==> src/rtl/serpix_pkg.sv <==
package serpix_pkg;

  // Alignment tracker states
  typedef enum logic [1:0] {
    ST_HUNT  = 2'd0,  // testing every bit position for a marker pair
    ST_CHECK = 2'd1,  // candidate boundary, counting marked frames
    ST_LOCK  = 2'd2   // aligned, frames are delivered
  } sync_st_t;

  // Framing overhead: start, parity, stop
  localparam int unsigned OVERHEAD_BITS = 3;

endpackage

==> src/rtl/serpix_shifter.sv <==
module serpix_shifter #(
  parameter int unsigned FRAME_W = 30
) (
  input  logic               clk,
  input  logic               rst_n,
  input  logic               ser_in,
  output logic [FRAME_W-1:0] window
);

  localparam int unsigned HIST_W = FRAME_W - 1;

  logic [HIST_W-1:0] hist_q;
  logic [HIST_W-1:0] hist_d;

  // The current input bit completes the window, so a frame can be
  // judged in the same cycle its stop bit arrives.
  assign hist_d = {hist_q[HIST_W-2:0], ser_in};
  assign window = {hist_q, ser_in};

  always_ff @(posedge clk or negedge rst_n) begin
    if (!rst_n) begin
      hist_q <= '0;
    end else begin
      hist_q <= hist_d;
    end
  end

endmodule

==> src/rtl/serpix_framer.sv <==
module serpix_framer
  import serpix_pkg::*;
#(
  parameter int unsigned FRAME_W       = 30,
  parameter int unsigned LOCK_FRAMES   = 4,  // must be at least 2
  parameter int unsigned UNLOCK_FRAMES = 2   // must be at least 1
) (
  input  logic clk,
  input  logic rst_n,
  input  logic marks_ok,   // start and stop markers correct in window
  output logic take,       // aligned frame boundary with good markers
  output logic locked
);

  localparam int unsigned CW = $clog2(FRAME_W);
  localparam int unsigned GW = $clog2(LOCK_FRAMES + 1);
  localparam int unsigned BW = $clog2(UNLOCK_FRAMES + 1);
  localparam logic [CW-1:0] CNT_LAST  = CW'(FRAME_W - 1);
  localparam logic [GW-1:0] GOOD_LAST = GW'(LOCK_FRAMES - 1);
  localparam logic [BW-1:0] BAD_LAST  = BW'(UNLOCK_FRAMES - 1);
  localparam logic [GW-1:0] GOOD_ONE  = GW'(1);

  sync_st_t      st_q, st_d;
  logic [CW-1:0] cnt_q, cnt_d;
  logic [GW-1:0] good_q, good_d;
  logic [BW-1:0] bad_q, bad_d;
  logic          at_end;
  logic          tally_en;

  assign at_end   = (cnt_q == CNT_LAST);
  // Frame tallies only move on a frame boundary or during the hunt
  assign tally_en = at_end || (st_q == ST_HUNT);

  always_comb begin
    st_d   = st_q;
    cnt_d  = cnt_q;
    good_d = good_q;
    bad_d  = bad_q;
    take   = 1'b0;
    unique case (st_q)
      ST_HUNT: begin
        cnt_d = '0;
        if (marks_ok) begin
          st_d   = ST_CHECK;
          good_d = GOOD_ONE;
        end
      end
      ST_CHECK: begin
        cnt_d = at_end ? '0 : cnt_q + 1'b1;
        if (at_end) begin
          if (marks_ok) begin
            good_d = good_q + 1'b1;
            if (good_q == GOOD_LAST) begin
              st_d  = ST_LOCK;
              bad_d = '0;
            end
          end else begin
            st_d = ST_HUNT;
          end
        end
      end
      ST_LOCK: begin
        cnt_d = at_end ? '0 : cnt_q + 1'b1;
        if (at_end) begin
          if (marks_ok) begin
            bad_d = '0;
            take  = 1'b1;
          end else begin
            bad_d = bad_q + 1'b1;
            if (bad_q == BAD_LAST) begin
              st_d = ST_HUNT;
            end
          end
        end
      end
      default: begin
        st_d  = ST_HUNT;
        cnt_d = '0;
      end
    endcase
  end

  always_ff @(posedge clk or negedge rst_n) begin
    if (!rst_n) begin
      st_q  <= ST_HUNT;
      cnt_q <= '0;
    end else begin
      st_q  <= st_d;
      cnt_q <= cnt_d;
    end
  end

  always_ff @(posedge clk or negedge rst_n) begin
    if (!rst_n) begin
      good_q <= '0;
      bad_q  <= '0;
    end else if (tally_en) begin
      good_q <= good_d;
      bad_q  <= bad_d;
    end
  end

  assign locked = (st_q == ST_LOCK);

endmodule

==> src/rtl/serpix_capture.sv <==
module serpix_capture #(
  parameter int unsigned PIX_W = 24,
  parameter int unsigned CTL_W = 3
) (
  input  logic             clk,
  input  logic             rst_n,
  input  logic             take,
  input  logic [PIX_W-1:0] pix_in,
  input  logic [CTL_W-1:0] ctl_in,
  input  logic             par_in,
  output logic [PIX_W-1:0] pix_out,
  output logic [CTL_W-1:0] ctl_out,
  output logic             word_valid,
  output logic             parity_err
);

  logic par_good;
  logic load;
  logic reject;

  // Even parity: data plus parity bit must hold an even count of ones
  assign par_good = ~(^{pix_in, ctl_in, par_in});
  assign load     = take & par_good;
  assign reject   = take & ~par_good;

  always_ff @(posedge clk or negedge rst_n) begin
    if (!rst_n) begin
      pix_out <= '0;
      ctl_out <= '0;
    end else if (load) begin
      pix_out <= pix_in;
      ctl_out <= ctl_in;
    end
  end

  always_ff @(posedge clk or negedge rst_n) begin
    if (!rst_n) begin
      word_valid <= 1'b0;
      parity_err <= 1'b0;
    end else begin
      word_valid <= load;
      parity_err <= reject;
    end
  end

endmodule

==> src/rtl/serpix_rx.sv <==
module serpix_rx
  import serpix_pkg::*;
#(
  parameter int unsigned PIX_W         = 24,
  parameter int unsigned CTL_W         = 3,
  parameter int unsigned LOCK_FRAMES   = 4,
  parameter int unsigned UNLOCK_FRAMES = 2
) (
  input  logic             clk,
  input  logic             rst_n,
  input  logic             ser_in,
  output logic [PIX_W-1:0] pix_out,
  output logic [CTL_W-1:0] ctl_out,
  output logic             word_valid,
  output logic             parity_err
);

  localparam int unsigned FRAME_W = PIX_W + CTL_W + OVERHEAD_BITS;
  // Window field positions: start at the top, stop at bit 0
  localparam int unsigned START_POS = FRAME_W - 1;
  localparam int unsigned PIX_LSB   = CTL_W + 2;
  localparam int unsigned CTL_LSB   = 2;
  localparam int unsigned PAR_POS   = 1;

  logic [FRAME_W-1:0] window;
  logic               marks_ok;
  logic               take;
  logic               locked;

  serpix_shifter #(
    .FRAME_W(FRAME_W)
  ) u_shift (
    .clk   (clk),
    .rst_n (rst_n),
    .ser_in(ser_in),
    .window(window)
  );

  assign marks_ok = window[START_POS] & ~window[0];

  serpix_framer #(
    .FRAME_W      (FRAME_W),
    .LOCK_FRAMES  (LOCK_FRAMES),
    .UNLOCK_FRAMES(UNLOCK_FRAMES)
  ) u_frame (
    .clk     (clk),
    .rst_n   (rst_n),
    .marks_ok(marks_ok),
    .take    (take),
    .locked  (locked)
  );

  serpix_capture #(
    .PIX_W(PIX_W),
    .CTL_W(CTL_W)
  ) u_cap (
    .clk       (clk),
    .rst_n     (rst_n),
    .take      (take),
    .pix_in    (window[PIX_LSB +: PIX_W]),
    .ctl_in    (window[CTL_LSB +: CTL_W]),
    .par_in    (window[PAR_POS]),
    .pix_out   (pix_out),
    .ctl_out   (ctl_out),
    .word_valid(word_valid),
    .parity_err(parity_err)
  );

endmodule

==> config.mk <==
export PLATFORM = sky130hd
export DESIGN_NAME = serpix_rx
export DESIGN_NICKNAME = d
export VERILOG_FILES = /design/src/rtl/serpix_pkg.sv /design/src/rtl/serpix_shifter.sv /design/src/rtl/serpix_framer.sv /design/src/rtl/serpix_capture.sv /design/src/rtl/serpix_rx.sv
export SDC_FILE = /design/constraint.sdc
export NUM_CORES = 1
export LEC_CHECK = 0
export CAP_MARGIN = 20
export CORE_ASPECT_RATIO = 0.75
export CORE_MARGIN = 5
export CORE_UTILIZATION = 52
export CTS_BUF_LIST = sky130_fd_sc_hd__clkbuf_4 sky130_fd_sc_hd__clkbuf_8
export DETAILED_ROUTE_END_ITERATION = 6
export PLACE_DENSITY_LB_ADDON = 0.05
export SYNTH_ARGS = -nofsm -noshare
export SYNTH_HDL_FRONTEND = slang
export SYNTH_SLANG_ARGS = --single-unit
==> constraint.sdc <==
create_clock -name clk -period 2.2 [get_ports clk]
set_input_delay 0.44 -clock clk [delete_from_list [all_inputs] [get_ports clk]]
set_output_delay 0.44 -clock clk [all_outputs]
set_load 0.02 [all_outputs]
==> impl_metrics.yaml, run 1 <==
critical_path:
  crit_start: "u_shift.hist_q[21]"
  crit_buf_inv: 1
  cp.arrival_ps: 2440
  cp.required_ps: 2420
  timing.critical_path.to_type: "flop"
  r2r_start: "u_shift.hist_q[21]"
  cp_slowest_stage_delay_ps: 440
  crit_fanout: 13
  path_class: "reg -> reg"
  critPathSlowestCell: "dfrtp_1"
  startpoint_type: "flop"
  critPathMostFrequentCell: "xnor2_2"
  cp_top_family: "XOR/XNOR gates"
  reg2reg_slack_ps: -20
  crit_chain: "xnor2_2 > xnor2_2 > xnor3_1 > xnor3_2 > nor2_8 > buf_12 > mux2_4"
logic_synthesis:
  ys_seq_area_frac: 0.618
  yosysMostFrequentCell: "dfrtp_1"
  synth_commonest_cells: "dfrtp_1, xnor2_1, mux2_4"
  ys.flop_type: "dfrtp_1"
  yosys.area.top_type_share: 0.618
  syn_inst: 190
  syn-cell-area_mm2: 0.00284
  ys_warn_count: 0
  synth_edf_count: 0
  syn_avg_cell_area_um2: 14.9
  yosys-top-cells-area: "dfrtp_1, mux2_4, xnor2_1"
  ys_ff_latch: 70
  yosys.cell_types.count: 27
  yosysTopAreaCell: "dfrtp_1"
  syn_nets: 201
  synthArstFlopShare: 1.00
power:
  power.leakage_nw: 1.67
  vdd_drop_max_mv: 0.551
  p_per_area_mw_per_mm2: 821
  power.total_mw: 2.98
cells_and_area:
  drive_above_1_share: 0.282
  fill_cells: 369
  fin_nets: 252
  final_util: 0.681
  area_delta_synth_final_pct: 27.8
  diodes: 0
die:
  die_y_um: 73.9
  start_util: 0.533
  core_region_area_mm2: 0.00532
  die-width_um: 95.3
  io-pin-count: 32
  num_rows: 23
  dieArea_mm2: 0.00704
clock_tree:
  postCtsHoldBufs: 0
  cts_root_buf: "clkbuf_8"
  clock_path_buffers: 2
  clk_latency_ps: 330
  cts_buffers: 9
  clk_pin_slew_ps: 70
  cts.sinks: 70
  cts_tree: "yes"
  htree_levels: 3
run_status:
  status: "complete, but fails checks"
  violations: "setup timing"
timing:
  worst_clock_skew_ps: 6.28
  slew_headroom: 0.506
  post-route-period-util: 1.01
  tightest_slew_ps: 742
  slew_violations: 0
  hold_violations: 0
  worst_slack_ps: -24.8
  fin_crit_ps: 2220
  rsz0062_at_grt: "yes"
  max_freq_ghz: 0.449
  setup_viol: 19
  setup_tns_ps: -331
detailed_routing:
  wl_per_cell_um: 15.9
  first_iter_violations: 56
  vias_per_cell: 4.97
  route.detailed.drc: 0
  drt_wl_total_um: 5070
  vias: 1590
  drt.antenna.violating_nets: 0
  first_pass_iters: 4
grt:
  overflow: 0
  antenna_found_initial: 0
  grt_pass1_wl_um: 8530
  grt_pass1_vias: 1731
  grtUsageTotal: 0.163
  grt_max_degree: 39
placement:
  portBuffers: 31
  gp_congestion: 0.753
  dp_hpwl_um: 3440
flow_run:
  max_cap_viol_count: 0
hold_path:
  hold_path_class: "in -> async"
[stage by stage]
| stage | cell area [um^2] | setup slack, ps | hold WS, ps | instances |
|---|---|---|---|---|
| 6_report | 3620 | -24.8 | 172 | 320 |
| 3_5_place_dp | 3290 | -30.9 | 393 | 301 |
| 2_1_floorplan | 2840 | 54.5 | 144 | 190 |
| 5_1_grt | 3620 | -96.9 | 216 | 320 |
| 3_3_place_gp | 3290 | 9.53 | 387 | 301 |
| 4_1_cts | 3480 | -45.1 | 177 | 316 |
[routing by layer]
metal | up-vias | share of wire | GRT usage
met5 | - | 0 | 0
met4 | 0 | 0.011 | 0.0480
met3 | 8 | 0.050 | 0.0657
met2 | 41 | 0.46 | 0.240
met1 | 800 | 0.47 | 0.225
li1 | 741 | - | -
[cells in the final DEF (no fill, tap or decap), types with 6 or more instances in the layout]
master and count:
nor2_1 8, xnor2_2 10, clkdlybuf4s50_1 30, xnor2_1 13, buf_4 9, nand2_1 12
ha_1 8, mux2_4 27, dfrtp_1 70, o21ai_0 6, clkbuf_8 10
[cell families (layout without fill, tap and decap cells)]
kind of cell	count (synthesis)	count (layout)	synth area share
AND/OR/NAND/NOR	33	33	0.0587
AO/OA/AOI/OAI	15	15	0.0322
adder cells (fa/ha/maj)	8	8	0.0353
XOR/XNOR	27	27	0.0962
flip-flops	70	70	0.618
multiplexers	28	28	0.136
buffers and inverters	9	64	0.0234
[layout make-up]
cell class / count / area (um^2) / share of cell area
Clock buffer: 10 / 138 / 0.0380
Clock inverter: 5 / 50.0 / 0.0138
Inverter: 5 / 18.8 / 0.00518
Multi-Input combinational cell: 111 / 1110 / 0.308
Sequential cell: 70 / 1750 / 0.483
Tap cell: 75 / 93.8 / 0.0259
Timing Repair Buffer: 44 / 458 / 0.126
[state kept, by name, indices dropped and copies added (netlist names)]
name,cells
u_shift.hist_q,29
u_cap.pix_out,24
u_frame.cnt_q,5
u_cap.ctl_out,3
u_frame.good_q,3
u_frame.bad_q,2
u_frame.st_q,2
u_cap.parity_err,1
u_cap.word_valid,1
[final timing paths]
| kind | end | depth (start not counted) |
|---|---|---|
| setup / recovery | u_cap.pix_out[3] | 7 |
| hold / removal | u_shift.hist_q[9] | 1 |
| setup reg to reg | u_cap.pix_out[3] | 7 |
| hold reg to reg | u_shift.hist_q[1] | 0 |
| max in group asynchronous | u_cap.pix_out[20] | 2 |
| min in group clk | u_shift.hist_q[1] | 0 |
[timing repair]
item                                    in CTS  in global routing
pin swaps                                    1                  3
gates cloned                                 0                  1
gates resized for setup                      1                 16
endpoints found under the setup margin      27                 27
setup buffers                                0                  3
[power by group]
group          total, mW  switching (mW)  leakage [nW]  internal, mW
logic              0.547           0.290         0.667         0.257
clock network      0.985           0.445         0.102         0.540
registers           1.44          0.0801         0.905          1.36
total               2.98           0.815          1.67          2.16
No activity file was read; power rests on OpenSTA's default activity.
==> run 2, diff against run 1 <==
--- a/config.mk
+++ b/config.mk
@@ -10,6 +10,7 @@
 export CORE_MARGIN = 5
 export CORE_UTILIZATION = 52
 export CTS_BUF_LIST = sky130_fd_sc_hd__clkbuf_4 sky130_fd_sc_hd__clkbuf_8
+export CTS_CLUSTER_SIZE = 25
 export DETAILED_ROUTE_END_ITERATION = 6
 export PLACE_DENSITY_LB_ADDON = 0.05
 export SYNTH_ARGS = -nofsm -noshare
==> results of run 2 <==
The final DEF is identical to that of run 1; final timing and power are the same.
